File: src/rtl/flash_enc_pkg.sv
package flash_enc_pkg;

    typedef enum logic {
        CORR_TRIPLE = 1'b0,
        CORR_VOTE   = 1'b1
    } corr_mode_e;

endpackage

File: src/rtl/bubble_vote.sv
module bubble_vote #(
    parameter int W = 15
) (
    input  logic [W-1:0] raw_word,
    output logic [W-1:0] voted_word
);
    logic [W+1:0] padded;

    assign padded = {1'b0, raw_word, 1'b1};

    for (genvar j = 1; j <= W; j++) begin : g_vote
        assign voted_word[j-1] = (padded[j-1] & padded[j])
                               | (padded[j]   & padded[j+1])
                               | (padded[j-1] & padded[j+1]);
    end
endmodule

File: src/rtl/boundary_detect.sv
module boundary_detect #(
    parameter int W = 15
) (
    input  logic [W-1:0] word,
    input  logic         use_triple,
    output logic [W-1:0] lines
);
    logic [W+1:0] padded;

    assign padded = {1'b0, word, 1'b1};

    for (genvar j = 1; j <= W; j++) begin : g_line
        logic edge_hit;
        assign edge_hit   = padded[j] & ~padded[j+1];
        assign lines[j-1] = use_triple ? (edge_hit & padded[j-1]) : edge_hit;
    end
endmodule

File: src/rtl/line_or_encoder.sv
module line_or_encoder #(
    parameter int N = 4,
    parameter int W = 15
) (
    input  logic [W-1:0] lines,
    output logic [N-1:0] code
);
    always_comb begin
        code = '0;
        for (int i = 0; i < W; i++) begin
            if (lines[i]) begin
                code = code | N'(i + 1);
            end
        end
    end
endmodule

File: src/rtl/flash_code_encoder.sv
module flash_code_encoder
    import flash_enc_pkg::*;
#(
    parameter int N = 4,
    localparam int W = (1 << N) - 1
) (
    input  logic         clk,
    input  logic         rst,
    input  logic         strobe,
    input  logic         corr_mode,
    input  logic [W-1:0] therm_in,
    output logic [N-1:0] code_out
);
    logic [W-1:0] word_q;
    corr_mode_e   mode_q;
    logic [W-1:0] voted;
    logic [W-1:0] cleaned;
    logic [W-1:0] lines;
    logic [N-1:0] code_d;

    always_ff @(posedge clk) begin
        if (rst) begin
            word_q <= '0;
            mode_q <= CORR_TRIPLE;
        end else if (strobe) begin
            word_q <= therm_in;
            mode_q <= corr_mode_e'(corr_mode);
        end
    end

    bubble_vote #(.W(W)) u_vote (
        .raw_word   (word_q),
        .voted_word (voted)
    );

    always_comb begin
        unique case (mode_q)
            CORR_TRIPLE: cleaned = word_q;
            CORR_VOTE:   cleaned = voted;
        endcase
    end

    boundary_detect #(.W(W)) u_detect (
        .word       (cleaned),
        .use_triple (mode_q == CORR_TRIPLE),
        .lines      (lines)
    );

    line_or_encoder #(.N(N), .W(W)) u_enc (
        .lines (lines),
        .code  (code_d)
    );

    always_ff @(posedge clk) begin
        if (rst) begin
            code_out <= '0;
        end else begin
            code_out <= code_d;
        end
    end
endmodule

File: config.mk
export PLATFORM = sky130hd
export DESIGN_NAME = flash_code_encoder
export DESIGN_NICKNAME = d
export VERILOG_FILES = /design/src/rtl/flash_enc_pkg.sv /design/src/rtl/bubble_vote.sv /design/src/rtl/boundary_detect.sv /design/src/rtl/line_or_encoder.sv /design/src/rtl/flash_code_encoder.sv
export SDC_FILE = /design/constraint.sdc
export NUM_CORES = 1
export LEC_CHECK = 0
export BUFFER_PORTS_ARGS = -buffer_cell sky130_fd_sc_hd__buf_2
export CORE_MARGIN = 2
export CORE_UTILIZATION = 49
export DETAILED_ROUTE_END_ITERATION = 8
export PLACE_DENSITY = 0.7
export SLEW_MARGIN = 20
export SYNTH_ARGS = -nofsm -noshare
export SYNTH_HDL_FRONTEND = slang
export SYNTH_SLANG_ARGS = --single-unit
File: constraint.sdc
create_clock -name clk -period 1.3 [get_ports clk]
set_input_delay 0.13 -clock clk [delete_from_list [all_inputs] [get_ports clk]]
set_output_delay 0.13 -clock clk [all_outputs]
set_load 0.03 [all_outputs]
==> results_dict.tcl, run 1 <==
set metrics [dict create \
    p_total_uw 1440 \
    finalSetupViolCount 4 \
    h-tree-depth 1 \
    report.final.slew_viol_count 0 \
    placement_rows 18 \
    drt.antenna.violating_nets 0 \
    layout-area-overhead-vs-synth_pct 32.5 \
    drt-initial-drc-count 31 \
    fin_nets 210 \
    final_common_cell "buf_4" \
    routed-via-count 1237 \
    ys.warnings.count 0 \
    slew_headroom 0.675 \
    r2r.worst_path.cells 6 \
    ys_async_sr_fraction 0 \
    timing.critical_path.slowest_stage_cell "dfxtp_2" \
    post-route-drc-count 0 \
    routed_via_density 5.62 \
    synth-compound-area-share 0.238 \
    cts_inserted_buffers 3 \
    dieWidth_um 54.4 \
    worstPathRequired_ns 1.50 \
    most-common-layout-cells "31 x buf_4, 22 x buf_2, 19 x nor2_1" \
    clk-insertion-delay-late_ns 0.31 \
    synth-simple-area-share 0.221 \
    regToRegStartpoint "mode_q" \
    grt_pass1_vias 1132 \
    synth_cell_types 38 \
    grt_max_degree 21 \
    detailedRoute.firstPassIterationCount 4 \
    cp.depth 6 \
    start_util 0.512 \
    n_antenna_cell 0 \
    fin_crit_sh 1.12 \
    grt_antenna_before_repair 0 \
    grt_pass1_wl_mm 5.08 \
    final_report_hold_violation_count 0 \
    synthesis.area_mm2 0.00125 \
    avg_synthesized_cell_area_um2 8.65 \
    cp_common_cell "buf_6" \
    synth_seq_cells 20 \
    cts-root-to-sink-buffers 2 \
    hold_path.startpoint "therm_in[7]" \
    synth_edf_count 0 \
    skew_ns 0.00329 \
    critical-path-top-delay-family "compound AO/OA/AOI/OAI gates" \
    ys.flop_type "dfxtp_1" \
    cap_violations 0 \
    power.density_mw_per_mm2 873 \
    critical_path.cell_chain "buf_6, buf_6, a21o_1, a211o_1, a31oi_4, a41oi_2" \
    timing.hold.worst.class "primary input to flip-flop" \
    floorplan.io_pins 23 \
    port_buffers 22 \
    largest_family_of_logic_cells_by_synthesized_area "compound AO/OA/AOI/OAI gates" \
    worst_path_largest_cell_delay_ns 0.36 \
    tritoncts_clock_tree "built" \
    run_status "complete, but fails checks" \
    setup.worst_path.start_class "flip-flop" \
    grt_setup_unrepaired "true" \
    power.ir.vdd_worst_v 0.000704 \
    crit_fanout 5 \
    cts.reportedPaths.clkPinSlew_ns 0.12 \
    hold_depth 3 \
    regToRegSetupSlack_ns -0.16 \
    timing.setup.critical_path_class "flip-flop to flip-flop" \
    r2r_end "code_out[3]" \
    netlist_instances 144 \
    final.setup.worst_slack_ns -0.160 \
    die_footprint_mm2 0.00296 \
    timing.critical_path.arrival_ns 1.66 \
    timing.fmax_mhz 685 \
    overflow 0 \
    power.leakage_uw 0.000726 \
    synth.yosys.seq_area_share 0.321 \
    gp_congestion 0.882 \
    yosys.area_share.adder 0 \
    clock-root-buffer "clkbuf_4" \
    final_wirelength_mm 3.14 \
    hpwl_mm 2.29 \
    die_height_um 54.4 \
    violations "negative setup slack" \
    synth.mux.area_fraction 0.129 \
    fin_hold_ws_ns 0.0450 \
    actual_transition_at_the_worst_max_transition_pin_ns 0.475 \
    cts.sink_count 20 \
    endpoint_kind "flip-flop" \
    drive_gt1_frac 0.411 \
    grt_util_overall 0.241 \
    routedWlPerCell_um 14.3 \
    fin_util 0.679 \
    postSynthNetCount 163 \
    synth-xor-area-share 0 \
    critical_path.n_buffers_inverters 2 \
    min_delay_worst_endpoint "word_q[7]" \
    core-area_mm2 0.00243 \
    min_period_ns 1.46 \
]
## cell families (layout without fill, tap and decap cells)
kind of cell | Yosys count | after routing
DFF | 20 | 20
and+or+nand+nor | 50 | 50
buffers and inverters | 21 | 67
AOI/OAI and AO/OA | 37 | 37
muxes | 16 | 16
## synth_stat cells, drive strengths merged, types with 2 or more instances
cell type / n / area, um2
dfxtp: 20 / 400
nor2: 19 / 71.3
mux2i: 16 / 160
buf: 11 / 76.3
nand2b: 11 / 78.8
inv: 8 / 30.0
o21ai: 8 / 40.0
a21oi: 6 / 30.0
nand3b: 6 / 45.0
a41oi: 4 / 35.0
nand2: 4 / 15.0
a211oi: 3 / 22.5
a221oi: 3 / 32.5
nor3: 3 / 15.0
a2111oi: 2 / 36.3
a21o: 2 / 15.0
and2: 2 / 12.5
clkbuf: 2 / 7.51
nor4: 2 / 12.5
o22ai: 2 / 18.8
## worst register-to-register path, cell delays in order (launching register included)
cell and delay (ns):
dfxtp_2 0.36, buf_6 0.12, buf_6 0.10, a21o_1 0.14
a211o_1 0.29, a31oi_4 0.19, a41oi_2 0.13
## registers in the layout, indices dropped and copies added (netlist names)
signal and flops:
code_out 4, word_q 15, mode_q 1
## final cells by class
type	count	area [um2]
Fill cell	213	781
Multi-Input combinational cell	103	773
Sequential cell	20	409
Timing Repair Buffer	55	365
Tap cell	30	37.5
Clock buffer	4	36.3
Inverter	8	30.0
## power by group
group | leakage [uW] | internal [uW] | switching [uW]
clock | 0.0000210 | 171 | 211
combinational | 0.000538 | 183 | 174
sequential | 0.000167 | 655 | 48.2
total | 0.000726 | 1010 | 433
## worst max-delay path by stage
stage	start	end	slack, ns
floorplan	mode_q	code_out[1]	0.06
global placement	mode_q	code_out[3]	-0.18
detailed placement	mode_q	code_out[1]	-0.23
CTS	mode_q	code_out[3]	-0.13
global route	mode_q	code_out[3]	-0.19
finish	mode_q	code_out[3]	-0.16
## layer usage
metal / global-route usage / vias up / wire, um
met5: 0 / - / 0
met4: 0.142 / 0 / 92
met3: 0.0410 / 12 / 162
met2: 0.341 / 49 / 1400
met1: 0.339 / 563 / 1490
li1: - / 613 / -
## through the flow
stage / setup slack, ns / cells / instance area (um2) / TNS [ns]
2_1_floorplan: 0.0629 / 144 / 1250 / 0
3_3_place_gp: -0.181 / 214 / 1540 / -0.592
3_5_place_dp: -0.227 / 214 / 1540 / -0.783
4_1_cts: -0.133 / 220 / 1640 / -0.460
5_1_grt: -0.192 / 220 / 1650 / -0.695
6_report: -0.160 / 220 / 1650 / -0.539
## timing repair
action | 4_1_cts | 5_1_grt
setup buffers | 2 | 0
setup endpoints to repair | 4 | 4
hold buffers | 0 | 0
pin swaps | 6 | 1
cloned | 0 | 0
resized for setup | 10 | 4
No activity file was read; power rests on OpenSTA's default activity.
==> run 2, diff against run 1 <==
CORE_MARGIN = 3   (was 2)
CORE_UTILIZATION = 35   (was 49)
PLACE_DENSITY = 0.52   (was 0.7)
==> results_dict.tcl, run 2 (same netlist as run 1, synthesis figures left out) <==
set metrics [dict create \
    port_buffers 22 \
    final.setup.worst_slack_ns -0.0498 \
    timing.fmax_mhz 741 \
    worst_path_largest_cell_delay_ns 0.40 \
    timing.setup.critical_path_class "flip-flop to flip-flop" \
    post-route-drc-count 0 \
    drive_gt1_frac 0.418 \
    largest_register_ff_count 15 \
    power.ir.vdd_worst_v 0.000548 \
    most-common-layout-cells "24 x buf_4, 22 x buf_2, 19 x nor2_1" \
    regToRegStartpoint "mode_q" \
    grt_util_overall 0.161 \
    clk-insertion-delay-late_ns 0.31 \
    hold_path.startpoint "therm_in[2]" \
    drt.antenna.violating_nets 0 \
    timing.hold.worst.class "primary input to flip-flop" \
    fin_crit_sh 1.04 \
    detailedRoute.firstPassIterationCount 4 \
    cts-root-to-sink-buffers 2 \
    cts_hold_buf 0 \
    cts.sink_count 20 \
    pre_cts_ws_ns -0.271 \
    n_antenna_cell 0 \
    layout-area-overhead-vs-synth_pct 32.3 \
    regToRegSetupSlack_ns -0.05 \
    die_footprint_mm2 0.00431 \
    clock-root-buffer "clkbuf_4" \
    fin_area_mm2 0.00165 \
    final_report_hold_violation_count 0 \
    start_util 0.368 \
    timing.critical_path.arrival_ns 1.54 \
    setup.worst_path.start_class "flip-flop" \
    die_height_um 65.7 \
    skew_ns 0.00623 \
    endpoint_kind "flip-flop" \
    report.final.slew_viol_count 0 \
    power.leakage_uw 0.000694 \
    actual_transition_at_the_worst_max_transition_pin_ns 0.469 \
    routed-via-count 1169 \
    fin_nets 202 \
    crit_start "mode_q" \
    grt_antenna_before_repair 0 \
    grt_pass1_vias 1169 \
    run_status "complete, but fails checks" \
    cap_violations 0 \
    gp_congestion 0.782 \
    grt_setup_unrepaired "true" \
    final_common_cell "buf_4" \
    top_register "word_q" \
    dpl-instance-area_mm2 0.00150 \
    grt_max_degree 21 \
    power.density_mw_per_mm2 955 \
    drt-initial-drc-count 47 \
    placement_rows 21 \
    cts.reportedPaths.clkPinSlew_ns 0.13 \
    fin_hold_ws_ns 0.0449 \
    overflow 0 \
    routed_via_density 5.13 \
    dieWidth_um 65.7 \
    critical_path.cell_chain "buf_6, a21o_1, a211o_1, a31oi_4, a41oi_2" \
    grt_pass1_wl_mm 5.37 \
    hpwl_mm 2.28 \
    slew_headroom 0.687 \
    floorplan.io_pins 23 \
    fin_util 0.487 \
    h-tree-depth 1 \
    min_period_ns 1.35 \
    tritoncts_clock_tree "built" \
    cts_inserted_buffers 3 \
    top_regs "word_q x15, code_out x4, mode_q x1" \
    core-area_mm2 0.00339 \
    crit_fanout 7 \
    finalSetupViolCount 4 \
    final_wirelength_mm 3.09 \
    violations "negative setup slack" \
    timing.critical_path.slowest_stage_cell "dfxtp_4" \
    routedWlPerCell_um 13.6 \
    worstPathRequired_ns 1.49 \
]
==> run 2: metal layers <==
layer,up-vias,global-route usage,routed length (um)
met1,536,0.215,1460
li1,598,-,-
met2,29,0.249,1440
met4,0,0.0699,62
met5,-,0,0
met3,6,0.0308,130
==> run 2: timing repair <==
action                     CTS  global route
hold endpoints to repair     0             0
gates resized for setup     15             7
pin swaps                    5             2
setup endpoints to repair    4             4
buffers inserted             2             0
==> run 2: power by group <==
part	total, uW	internal, uW	switching [uW]
clock network	529	312	217
registers	704	655	49.2
logic	341	171	171
==> run 2: cell type report <==
class                   count  area [um2]
multi-input cells         103         792
fillers                   349        1740
clock buffers               3        22.5
inverters                   8        30.0
well taps                  46        57.6
flip-flops and latches     20         415
repair buffers             47         302
clock inverters             1        30.0
==> run 2: metrics by stage <==
stage               total power, uW  std cells  TNS [ns]
floorplan                       919        144         0
finish                         1570        228    -0.179
global route                   1670        228    -0.542
CTS                            1580        228    -0.195
detailed placement             1030        222    -0.904
global placement               1020        222    -0.660
==> run 2: worst paths after layout <==
kind / cells past startpoint / end
hold / removal: 3 / word_q[2]
hold reg to reg: 2 / word_q[7]
setup reg to reg: 5 / code_out[3]
setup / recovery: 5 / code_out[3]
==> run 2: critical path, delay by kind of cell, from the launching register on <==
| family | cells | cell delay, ns |
|---|---|---|
| DFF | 1 | 0.40 |
| AOI/OAI and AO/OA | 4 | 0.71 |
| buffers and inverters | 1 | 0.13 |
==> run 3, diff against run 2 <==
CORE_UTILIZATION = 25   (was 35)
PLACE_DENSITY = 0.4   (was 0.52)
SKIP_LAST_GASP = 1   (was not set)
==> results_dict.tcl, run 3 (same netlist as run 1, synthesis figures left out) <==
set metrics [dict create \
    run_status "complete, but fails checks" \
    violations "negative setup slack" \
    cts_hold_buf 0 \
    report.final.slew_viol_count 0 \
    combined_area_of_the_multi_input_logic_cells_um2 803 \
    worst_setup_path_endpoint "code_out[3]" \
    routed-via-count 1190 \
    crit_fanout 7 \
    p_total_uw 1500 \
    timing.setup.critical_path_class "flip-flop to flip-flop" \
    r2r.worst_path.cells 5 \
    timing.critical_path.slowest_stage_cell "dfxtp_4" \
    floorplan.io_pins 23 \
    grt_pass1_vias 1189 \
    slew_headroom 0.714 \
    final_wirelength_mm 3.39 \
    grt_setup_unrepaired "true" \
    worst_path_largest_cell_delay_ns 0.38 \
    die_footprint_mm2 0.00587 \
    power.ir.vdd_worst_v 0.000321 \
    start_util 0.260 \
    regToRegStartpoint "mode_q" \
    skew_ns 0.00299 \
    clock-root-buffer "clkbuf_8" \
    top_regs "word_q x15, code_out x4, mode_q x1" \
    worstPathRequired_ns 1.48 \
    post-route-drc-count 0 \
    clk-insertion-delay-late_ns 0.26 \
    most-common-layout-cells "30 x buf_4, 22 x buf_2, 19 x nor2_1" \
    r2r_end "code_out[3]" \
    timing.hold.worst.class "primary input to flip-flop" \
    top_register "word_q" \
    n_antenna_cell 0 \
    power.density_mw_per_mm2 861 \
    endpoint_kind "flip-flop" \
    register_area_um2 415 \
    cts.reportedPaths.clkPinSlew_ns 0.08 \
    drt-initial-drc-count 62 \
    cts_inserted_buffers 3 \
    grt_util_overall 0.120 \
    cap_violations 0 \
    routed_via_density 4.67 \
    h-tree-depth 1 \
    grt_max_degree 21 \
    final_common_cell "buf_4" \
    cts-root-to-sink-buffers 2 \
    overflow 0 \
    routedWlPerCell_um 13.3 \
    regToRegSetupSlack_ns -0.11 \
    cp.depth 5 \
    actual_transition_at_the_worst_max_transition_pin_ns 0.429 \
    timing.critical_path.arrival_ns 1.59 \
    die_height_um 76.6 \
    critical-path-top-delay-family "compound AO/OA/AOI/OAI gates" \
    finalSetupViolCount 3 \
    drt.antenna.violating_nets 0 \
    drive_gt1_frac 0.431 \
    placement_rows 25 \
    final_report_hold_violation_count 0 \
    min_period_ns 1.41 \
    num-fill-cells 512 \
    fin_nets 209 \
    grt_pass1_wl_mm 5.69 \
    grt_antenna_before_repair 0 \
    layout-area-overhead-vs-synth_pct 39.7 \
    setup_tns_ns -0.191 \
    pre_cts_ws_ns -0.238 \
    crit_start "mode_q" \
    gp_congestion 0.785 \
    fin_crit_sh 1.08 \
    hpwl_mm 2.42 \
    timing.fmax_mhz 711 \
    critical_path.n_buffers_inverters 1 \
    cts.sink_count 20 \
    largest_register_ff_count 15 \
    power.leakage_uw 0.000730 \
    critical_path.cell_chain "buf_4, nor4bb_2, a211o_1, a31oi_4, a41oi_2" \
    dieWidth_um 76.6 \
    tritoncts_clock_tree "built" \
    port_buffers 22 \
    detailedRoute.firstPassIterationCount 4 \
    final.setup.worst_slack_ns -0.107 \
    core-area_mm2 0.00479 \
    setup.worst_path.start_class "flip-flop" \
]
-- run 3: layer usage --
layer,part of all wire,track usage,up-vias
met5,0,0,-
met1,0.50,0.162,548
li1,-,-,608
met4,0.024,0.0435,0
met3,0.036,0.0225,9
met2,0.44,0.189,25
-- run 3: worst min path at each step --
stage	start	endpoint	slack (ns)	depth (start not counted)
floorplan	therm_in[13]	word_q[13]	0.28	2
global placement	therm_in[13]	word_q[13]	0.36	3
detailed placement	therm_in[0]	word_q[0]	0.37	3
CTS	therm_in[0]	word_q[0]	0.1	3
global route	corr_mode	mode_q	0.1	3
finish	therm_in[0]	word_q[0]	0.1	3
-- run 3: layout make-up --
type | instances | share of cell area
Multi-Input combinational cell | 103 | 0.462
Inverter | 8 | 0.0173
Clock buffer | 3 | 0.0237
Sequential cell | 20 | 0.239
Timing Repair Buffer | 54 | 0.211
Tap cell | 67 | 0.0482
-- run 3: repair_timing --
action,4_1_cts,5_1_grt
buffers inserted,3,2
endpoints found under the setup margin,4,4
endpoints found under the hold margin,0,0
gates resized for setup,17,6
pin swaps,4,2
-- run 3: through the flow --
stage	instances	util	hold slack [ns]	instance area, um2
floorplan	144	-	0.277	1250
global placement	247	0.328	0.362	1570
detailed placement	247	0.328	0.372	1570
CTS	253	0.355	0.0985	1700
global route	255	0.364	0.0974	1740
finish	255	0.364	0.0991	1740
-- run 3: tightest hold or removal path, cell delays in order --
cell	delay, ns
buf_2	0.07
mux2i_1	0.05
nor2_1	0.07
-- run 3: power breakdown --
part           internal [uW]  switching [uW]  leakage (uW)  total [uW]
combinational            191             178      0.000540         370
clock                    207             216     0.0000216         423
sequential               655            51.0      0.000168         706
